File: config.mk
export PLATFORM = sky130hd
export DESIGN_NAME = seg_guard
export DESIGN_NICKNAME = d
export VERILOG_FILES = /design/src/rtl/seg_pkg.sv /design/src/rtl/seg_regfile.sv /design/src/rtl/seg_xlate.sv /design/src/rtl/seg_guard.sv
export SDC_FILE = /design/constraint.sdc
export NUM_CORES = 1
export LEC_CHECK = 0
export BUFFER_PORTS_ARGS = -buffer_cell sky130_fd_sc_hd__clkbuf_2
export CAP_MARGIN = 5
export CORE_MARGIN = 4
export CORE_UTILIZATION = 35
export CTS_CLUSTER_DIAMETER = 40
export CTS_CLUSTER_SIZE = 8
export DETAILED_ROUTE_END_ITERATION = 16
export PLACE_DENSITY = 0.61
export SLEW_MARGIN = 40
export SYNTH_ARGS = -nofsm -noshare
export SYNTH_HDL_FRONTEND = slang
export SYNTH_SLANG_ARGS = --single-unit
File: constraint.sdc
create_clock -name clk_i -period 4 [get_ports clk_i]
set_input_delay 0.6 -clock clk_i [delete_from_list [all_inputs] [get_ports clk_i]]
set_output_delay 0.6 -clock clk_i [all_outputs]
set_load 0.005 [all_outputs]
File: src/rtl/seg_pkg.sv
package seg_pkg;
  typedef enum logic {
    FLD_BASE  = 1'b0,
    FLD_BOUND = 1'b1
  } seg_field_e;
endpackage

File: src/rtl/seg_regfile.sv
module seg_regfile
  import seg_pkg::*;
#(
  parameter int NUM_SEG = 4,
  parameter int VA_W    = 32,
  parameter int PA_W    = 32,
  localparam int SEG_W  = (NUM_SEG > 1) ? $clog2(NUM_SEG) : 1
) (
  input  logic             clk_i,
  input  logic             rst_ni,
  input  logic             wr_en_i,
  input  logic             kernel_i,
  input  logic [SEG_W-1:0] wr_seg_i,
  input  seg_field_e       wr_field_i,
  input  logic [PA_W-1:0]  wr_data_i,
  input  logic [SEG_W-1:0] rd_seg_i,
  output logic [PA_W-1:0]  rd_base_o,
  output logic [VA_W-1:0]  rd_bound_o
);
  logic [NUM_SEG-1:0][PA_W-1:0] base_q;
  logic [NUM_SEG-1:0][VA_W-1:0] bound_q;
  logic                         wr_ok;

  assign wr_ok = wr_en_i && kernel_i;

  for (genvar s = 0; s < NUM_SEG; s++) begin : g_seg
    logic hit;
    assign hit = wr_ok && (wr_seg_i == SEG_W'(s));

    always_ff @(posedge clk_i or negedge rst_ni) begin
      if (!rst_ni) begin
        base_q[s]  <= '0;
        bound_q[s] <= '0;
      end else if (hit) begin
        if (wr_field_i == FLD_BASE) base_q[s]  <= wr_data_i;
        else                        bound_q[s] <= wr_data_i[VA_W-1:0];
      end
    end

    // a write aimed elsewhere leaves this segment alone
    a_r8_other_seg_stable: assert property (@(posedge clk_i) disable iff (!rst_ni)
      (wr_en_i && (wr_seg_i != SEG_W'(s))) |=> ($stable(base_q[s]) && $stable(bound_q[s])));
  end

  // out-of-range index reads as bound 0, so user access faults
  always_comb begin
    rd_base_o  = '0;
    rd_bound_o = '0;
    if (int'(rd_seg_i) < NUM_SEG) begin
      rd_base_o  = base_q[rd_seg_i];
      rd_bound_o = bound_q[rd_seg_i];
    end
  end

  a_r7_user_write_ignored: assert property (@(posedge clk_i) disable iff (!rst_ni)
    (wr_en_i && !kernel_i) |=> ($stable(base_q) && $stable(bound_q)));
endmodule

File: src/rtl/seg_xlate.sv
module seg_xlate #(
  parameter int VA_W = 32,
  parameter int PA_W = 32
) (
  input  logic            kernel_i,
  input  logic [VA_W-1:0] vaddr_i,
  input  logic [PA_W-1:0] base_i,
  input  logic [VA_W-1:0] bound_i,
  output logic [PA_W-1:0] paddr_o,
  output logic            fault_o
);
  logic [PA_W-1:0] va_ext;
  logic            out_of_seg;

  assign va_ext     = PA_W'(vaddr_i);
  assign out_of_seg = !(vaddr_i < bound_i);

  always_comb begin
    if (kernel_i) begin
      paddr_o = va_ext;
      fault_o = 1'b0;
    end else if (out_of_seg) begin
      paddr_o = '0;
      fault_o = 1'b1;
    end else begin
      paddr_o = base_i + va_ext;
      fault_o = 1'b0;
    end
  end
endmodule

File: src/rtl/seg_guard.sv
module seg_guard
  import seg_pkg::*;
#(
  parameter int NUM_SEG = 4,
  parameter int VA_W    = 32,
  parameter int PA_W    = 32,
  localparam int SEG_W  = (NUM_SEG > 1) ? $clog2(NUM_SEG) : 1
) (
  input  logic             clk_i,
  input  logic             rst_ni,
  input  logic             mode_kernel_i,
  input  logic             req_valid_i,
  input  logic [SEG_W-1:0] req_seg_i,
  input  logic [VA_W-1:0]  req_vaddr_i,
  input  logic             wr_en_i,
  input  logic [SEG_W-1:0] wr_seg_i,
  input  logic             wr_field_i,
  input  logic [PA_W-1:0]  wr_data_i,
  output logic             rsp_valid_o,
  output logic [PA_W-1:0]  rsp_paddr_o,
  output logic             rsp_fault_o,
  output logic             priv_fault_o
);
  logic [PA_W-1:0] sel_base;
  logic [VA_W-1:0] sel_bound;
  logic [PA_W-1:0] xl_paddr;
  logic            xl_fault;
  logic            valid_q, fault_q, priv_q;
  logic [PA_W-1:0] paddr_q;

  seg_regfile #(.NUM_SEG(NUM_SEG), .VA_W(VA_W), .PA_W(PA_W)) u_regs (
    .clk_i      (clk_i),
    .rst_ni     (rst_ni),
    .wr_en_i    (wr_en_i),
    .kernel_i   (mode_kernel_i),
    .wr_seg_i   (wr_seg_i),
    .wr_field_i (seg_field_e'(wr_field_i)),
    .wr_data_i  (wr_data_i),
    .rd_seg_i   (req_seg_i),
    .rd_base_o  (sel_base),
    .rd_bound_o (sel_bound)
  );

  seg_xlate #(.VA_W(VA_W), .PA_W(PA_W)) u_xlate (
    .kernel_i (mode_kernel_i),
    .vaddr_i  (req_vaddr_i),
    .base_i   (sel_base),
    .bound_i  (sel_bound),
    .paddr_o  (xl_paddr),
    .fault_o  (xl_fault)
  );

  always_ff @(posedge clk_i or negedge rst_ni) begin
    if (!rst_ni) begin
      valid_q <= 1'b0;
      fault_q <= 1'b0;
      paddr_q <= '0;
      priv_q  <= 1'b0;
    end else begin
      valid_q <= req_valid_i;
      fault_q <= req_valid_i && xl_fault;
      paddr_q <= req_valid_i ? xl_paddr : '0;
      priv_q  <= wr_en_i && !mode_kernel_i;
    end
  end

  assign rsp_valid_o  = valid_q;
  assign rsp_fault_o  = fault_q;
  assign rsp_paddr_o  = paddr_q;
  assign priv_fault_o = priv_q;

  a_r2_rsp_follows_req: assert property (@(posedge clk_i) disable iff (!rst_ni)
    req_valid_i |=> rsp_valid_o);
  a_r2_no_spurious_rsp: assert property (@(posedge clk_i) disable iff (!rst_ni)
    !req_valid_i |=> !rsp_valid_o);
  a_r5_kernel_bypass: assert property (@(posedge clk_i) disable iff (!rst_ni)
    (req_valid_i && mode_kernel_i) |=>
      (!rsp_fault_o && (rsp_paddr_o == $past(PA_W'(req_vaddr_i)))));
  a_r4_fault_clears_addr: assert property (@(posedge clk_i) disable iff (!rst_ni)
    rsp_fault_o |-> (rsp_valid_o && (rsp_paddr_o == '0)));
  a_r9_idle_quiet: assert property (@(posedge clk_i) disable iff (!rst_ni)
    !rsp_valid_o |-> (!rsp_fault_o && (rsp_paddr_o == '0)));
  a_r7_priv_pulse: assert property (@(posedge clk_i) disable iff (!rst_ni)
    (wr_en_i && !mode_kernel_i) |=> priv_fault_o);
  a_r7_priv_quiet: assert property (@(posedge clk_i) disable iff (!rst_ni)
    !(wr_en_i && !mode_kernel_i) |=> !priv_fault_o);
endmodule

### Word-level counts from Yosys, hierarchy flattened

Index checks and enable logic that the tools add are counted.

| word-level totals | value |
|---|---|
| bits in registers | 291 |
| input port bits | 74 |
| output and inout port bits | 35 |
| word-level logic and storage cells | 45 |

| cells by class | value |
|---|---|
| add/subtract/negate cells | 1 |
| $lt $le $gt $ge | 2 |
| equal/unequal tests | 3 |
| muxes and demuxes | 9 |
| bitwise gates (word level) | 1 |
| reductions and logical operators | 17 |

Operators by type and width:

| kind | number |
|---|---|
| $mux W32 | 5 |
| $bmux W32 S2 | 2 |
| $add A32 B32 Y32 | 1 |
| $lt A32 B32 Y1 | 1 |
| $reduce_and A2 Y1 | 8 |
| $logic_and A1 B1 Y1 | 7 |
| $eq A2 B2 Y1 const B | 2 |
| $lt A2 B3 Y1 const B | 1 |
| $eq A2 B1 Y1 const B | 1 |
| $logic_not A2 Y1 | 1 |
| $mux W1 | 2 |
| $logic_not A1 Y1 | 1 |
| $not A1 Y1 | 1 |

### Longest topological paths before layout

| logic depth | value |
|---|---|
| depth after elaboration | 6 |
| mapped depth | 16 |
| gate-level depth less buffers | 14 |

### Modules after synthesis

A second synthesis with hierarchy kept.

| unflattened totals | value |
|---|---|
| cells, all modules | 1088 |
| area total of the unflattened synthesis | 14955.6 µm² |

Modules (own cells, without submodules):

| module | times used | cells an instance | area an instance (µm²) | sequential area each (µm²) |
|---|---|---|---|---|
| seg_regfile | 1 | 628 | 11059.4 | 6406.1 |
| seg_xlate | 1 | 388 | 2751.4 | 0.0 |
| seg_guard | 1 | 72 | 1144.8 | 875.8 |

### Worst setup path after synthesis

Ideal clock, no wire load.

| timing | value |
|---|---|
| kind | input port to flip-flop |
| start point | in req_seg_i[0] |
| end point | reg paddr_q[31] (netlist: rsp_paddr_o[31]) |
| setup time | 65 ps |
| data arrival time | 4090 ps |
| data required time | 3935 ps |
| setup slack | -156 ps |
| stages | 14 |
| path buffers | 2 |
| cell sequence | buf_6 -> buf_1 -> mux4_2 -> ha_1 -> a211oi_1 -> nor2_1 -> o41a_1 -> a31oi_1 -> o21ai_1 -> a31o_2 -> a41oi_1 -> a311oi_2 -> a41oi_1 -> a31o_1 |

| on the way | value |
|---|---|
| longest elaborated chain between the ends | 6 |
| elaborated cells on any way between the ends | 9 |
| those cells by class | 1 x add/sub; 1 x order compare; 7 x mux |

Ends and longest elaborated chain:

| item | RTL line | source |
|---|---|---|
| start: declaration | seg_guard.sv:13 | `input logic [SEG_W-1:0] req_seg_i,` |
| $bmux W32 S2, on equally long branches | seg_regfile.sv:50, seg_regfile.sv:51 |  |
| $mux W32, on equally long branches | seg_regfile.sv:50, seg_regfile.sv:51 |  |
| $add A32 B32 Y32 / $lt A32 B32 Y1 (equally long branches) | seg_xlate.sv:26, seg_xlate.sv:16 |  |
| $mux W32 (*) | seg_xlate.sv:22 | `end else if (out_of_seg) begin` |
| $mux W32 (*) | seg_xlate.sv:19 | `if (kernel_i) begin` |
| $mux W32 (*) | seg_guard.sv:62 | `paddr_q <= req_valid_i ? xl_paddr : '0;` |
| end signal: assignment | seg_guard.sv:62 |  |
| end: declaration | seg_guard.sv:29 | `logic [PA_W-1:0] paddr_q;` |

Mark *: on every way between the ends. The rest lies on a longest branch, timed or not. The select of a mux whose other input is x is not followed.
A chain may end at the register's enable or synchronous reset.

### Worst setup path in the final report

| timing | value |
|---|---|
| start point | in req_seg_i[0] |
| end point | reg paddr_q[30] (netlist: rsp_paddr_o[30]) |

The elaborated chain is that of the path after synthesis.

==> metrics.txt <==
clk_lat worst skew 0.53 ns; CTS Buffer Depth 3; Synth Area per Inst 13.70 µm²; Hold WC Path Type input pin to async pin; initial DRC count 502; vias in the first global route 10331; final setup fails 0; die area 44850 µm²; post-synth top area cell dfrtp_1; synthesis-to-layout area growth 22.43%; number of buffers created by CTS 49; Setup Crit Path Kind input pin to register; largest net degree at the start of global routing 75; Pwr per Cell Area 584.8 nW/µm²; final wirelength 38110 µm; global-route wire length before repair 59800 µm; Pleak 8.037 nW; diode count 0; Worst EP required 4.45 ns; R2R depth 14; number of synthesized register bits 291; gr ovfl total 0; Synth cell types 55; GRT Total Usage 0.1714; Reg-to-Reg End rsp_paddr_o[30]; r2r setup slk 0.40 ns; cells after synthesis 1061; crit path capture rsp_paddr_o[30]; clk sinks 291; Initial Util 0.3551; final worst-path cycle share 0.9064; fin crit period 3.625 ns; Final Slew Violations 0; Die H 211.8 µm; CP Data Arrival Time 4.07 ns; Mapped Nets 1198; First-pass DRT Iterations 5; gpl congestion 0.8358; CP dominant cell by count o41ai_2; IO Pins 109; Die X-Extent 211.8 µm; Post-synth top flop dfrtp_1; VDD IR max 0.2965 mV; Max-Cap Viols 0; FFs w/ async S/R, synth 1.000; clock skew 0.01166 ns; synth cell count leaders dfrtp_1 (291), mux2_2 (256), mux4_2 (64), ha_1 (62), nand2_1 (42); post_cts resized 0; Worst Path Max Fanout 8; initial antenna violation count 0; unrepaired setup endpoints after global routing false; Worst-Margin Slew 0.7304 ns; # hold bufs at CTS 0; main area contributors after synthesis dfrtp_1 (50%), mux2_2 (20%), mux4_2 (9.9%); worst flop-to-flop path startpoint u_regs.base_q[32]; share of cells above drive strength 1 0.4667; TritonCTS clock tree built; mapped cell area 14530 µm²; total core area 40920 µm²; area post-placement 16280 µm²; setup slack after layout 0.3746 ns; final antenna-violating net count 0; Synth top area share 0.5011; max incr delay on CP 0.66 ns; HPWL Detailed 26700 µm; clk root buf clkbuf_16; TNS Setup 0 ns; FMAX 0.2758 GHz; critical path, cell by cell buf_4 > mux4_2 > ha_1 > inv_1 > fa_1 > nor2b_1 > o21ai_1 > a21oi_1 > o41ai_2 > o41ai_2 > a21oi_2 > o311ai_0 > a31oi_1 > xnor2_1 > o21ai_0; Slew HR 0.5119; Crit. path cell count 15; crit start category input pin; port bufs 108; vias 9550; Critical Path End Type register; Vias/cell 5.279; WL/cell 21.06 µm; cell area after layout 17790 µm²; pre-CTS setup slack -0.2315 ns; Max stage delay cell, worst path o41ai_2; post-synthesis sequential area ratio 0.5011; H-tree levels 2; # rows 74; most frequent cell after synthesis dfrtp_1; Buf/Inv on CP 2; DRC viols 0; endpoints failing hold 0; CP startpoint req_seg_i[0]; Post-CTS Setup Inserts 0; clock slew at reported path FFs 0.05 ns; final net count 1390; Top Family by Delay on Critical Path compound AO/OA/AOI/OAI gates; Post-synth EDFFs 0; synth warn 0; status finished clean; Power Total 0.01040 W
## cell type report
cell class / count / area [µm²]
Clock inverter: 11 / 183.9
Sequential cell: 291 / 7282
Clock buffer: 64 / 1333
Multi-Input combinational cell: 684 / 6974
Tap cell: 532 / 665.6
Fill cell: 3752 / 23130
Timing Repair Buffer: 189 / 1211
Inverter: 38 / 142.6
## logic make-up after synthesis
| kind of cell | after synthesis | share of synthesized area |
|---|---|---|
| DFF | 291 | 0.5011 |
| buffers and inverters | 86 | 0.02290 |
| and+or+nand+nor | 140 | 0.04563 |
| xor gates and xnor gates | 23 | 0.01386 |
| AOI/OAI and AO/OA | 138 | 0.06423 |
| muxes | 320 | 0.2975 |
| adders and majority gates | 63 | 0.05476 |
## registers in the layout (all words and copies together) (netlist names)
register	cells
priv_fault_o	1
rsp_fault_o	1
rsp_paddr_o	32
rsp_valid_o	1
u_regs.base_q	128
u_regs.bound_q	128
## power breakdown
group / internal, W / total [W] / switching [W]
clock network: 0.00261 / 0.00392 / 0.00131
registers: 0.00361 / 0.00393 / 0.000324
logic: 0.00141 / 0.00255 / 0.00114
## layout by cell type (no fill, tap or decap), types with 13 or more instances in the layout
cell	netlist	routed
clkbuf_16	0	49
nand3_1	16	16
buf_4	0	78
ha_1	62	62
a21o_1	20	20
xnor2_1	13	13
mux2_2	256	256
mux4_2	64	64
dfrtp_1	291	291
nor2_1	36	30
a21oi_1	29	29
clkbuf_2	0	105
nand2_1	42	42
o21ai_0	38	38
inv_1	38	38
## metrics by stage
step                      utilization  hold slack (ns)  cells
final                          0.4348          0.03709   1809
after global routing           0.4348          0.06800   1809
after CTS                      0.4348          0.05035   1809
after detailed placement       0.3977           0.4883   1734
after global placement         0.3975           0.4815   1734
after floorplan                     -           0.3044   1061
## layer usage
layer / wire length (µm) / track usage / vias up
met5: 0 / 0 / -
met4: 789 / 0.04265 / 0
met3: 1668 / 0.03512 / 57
li1: - / - / 4323
met1: 17550 / 0.2369 / 4953
met2: 18100 / 0.2793 / 217
## worst min-delay path by stage
stage | end | slack [ns] | depth (start not counted)
finish | u_regs.bound_q[83] | 0.04 | 1
global route | u_regs.bound_q[83] | 0.07 | 1
CTS | u_regs.base_q[87] | 0.05 | 1
detailed placement | u_regs.base_q[77] | 0.49 | 1
global placement | u_regs.base_q[89] | 0.48 | 1
floorplan | priv_fault_o | 0.30 | 0
(Power assumes the default switching activity.)
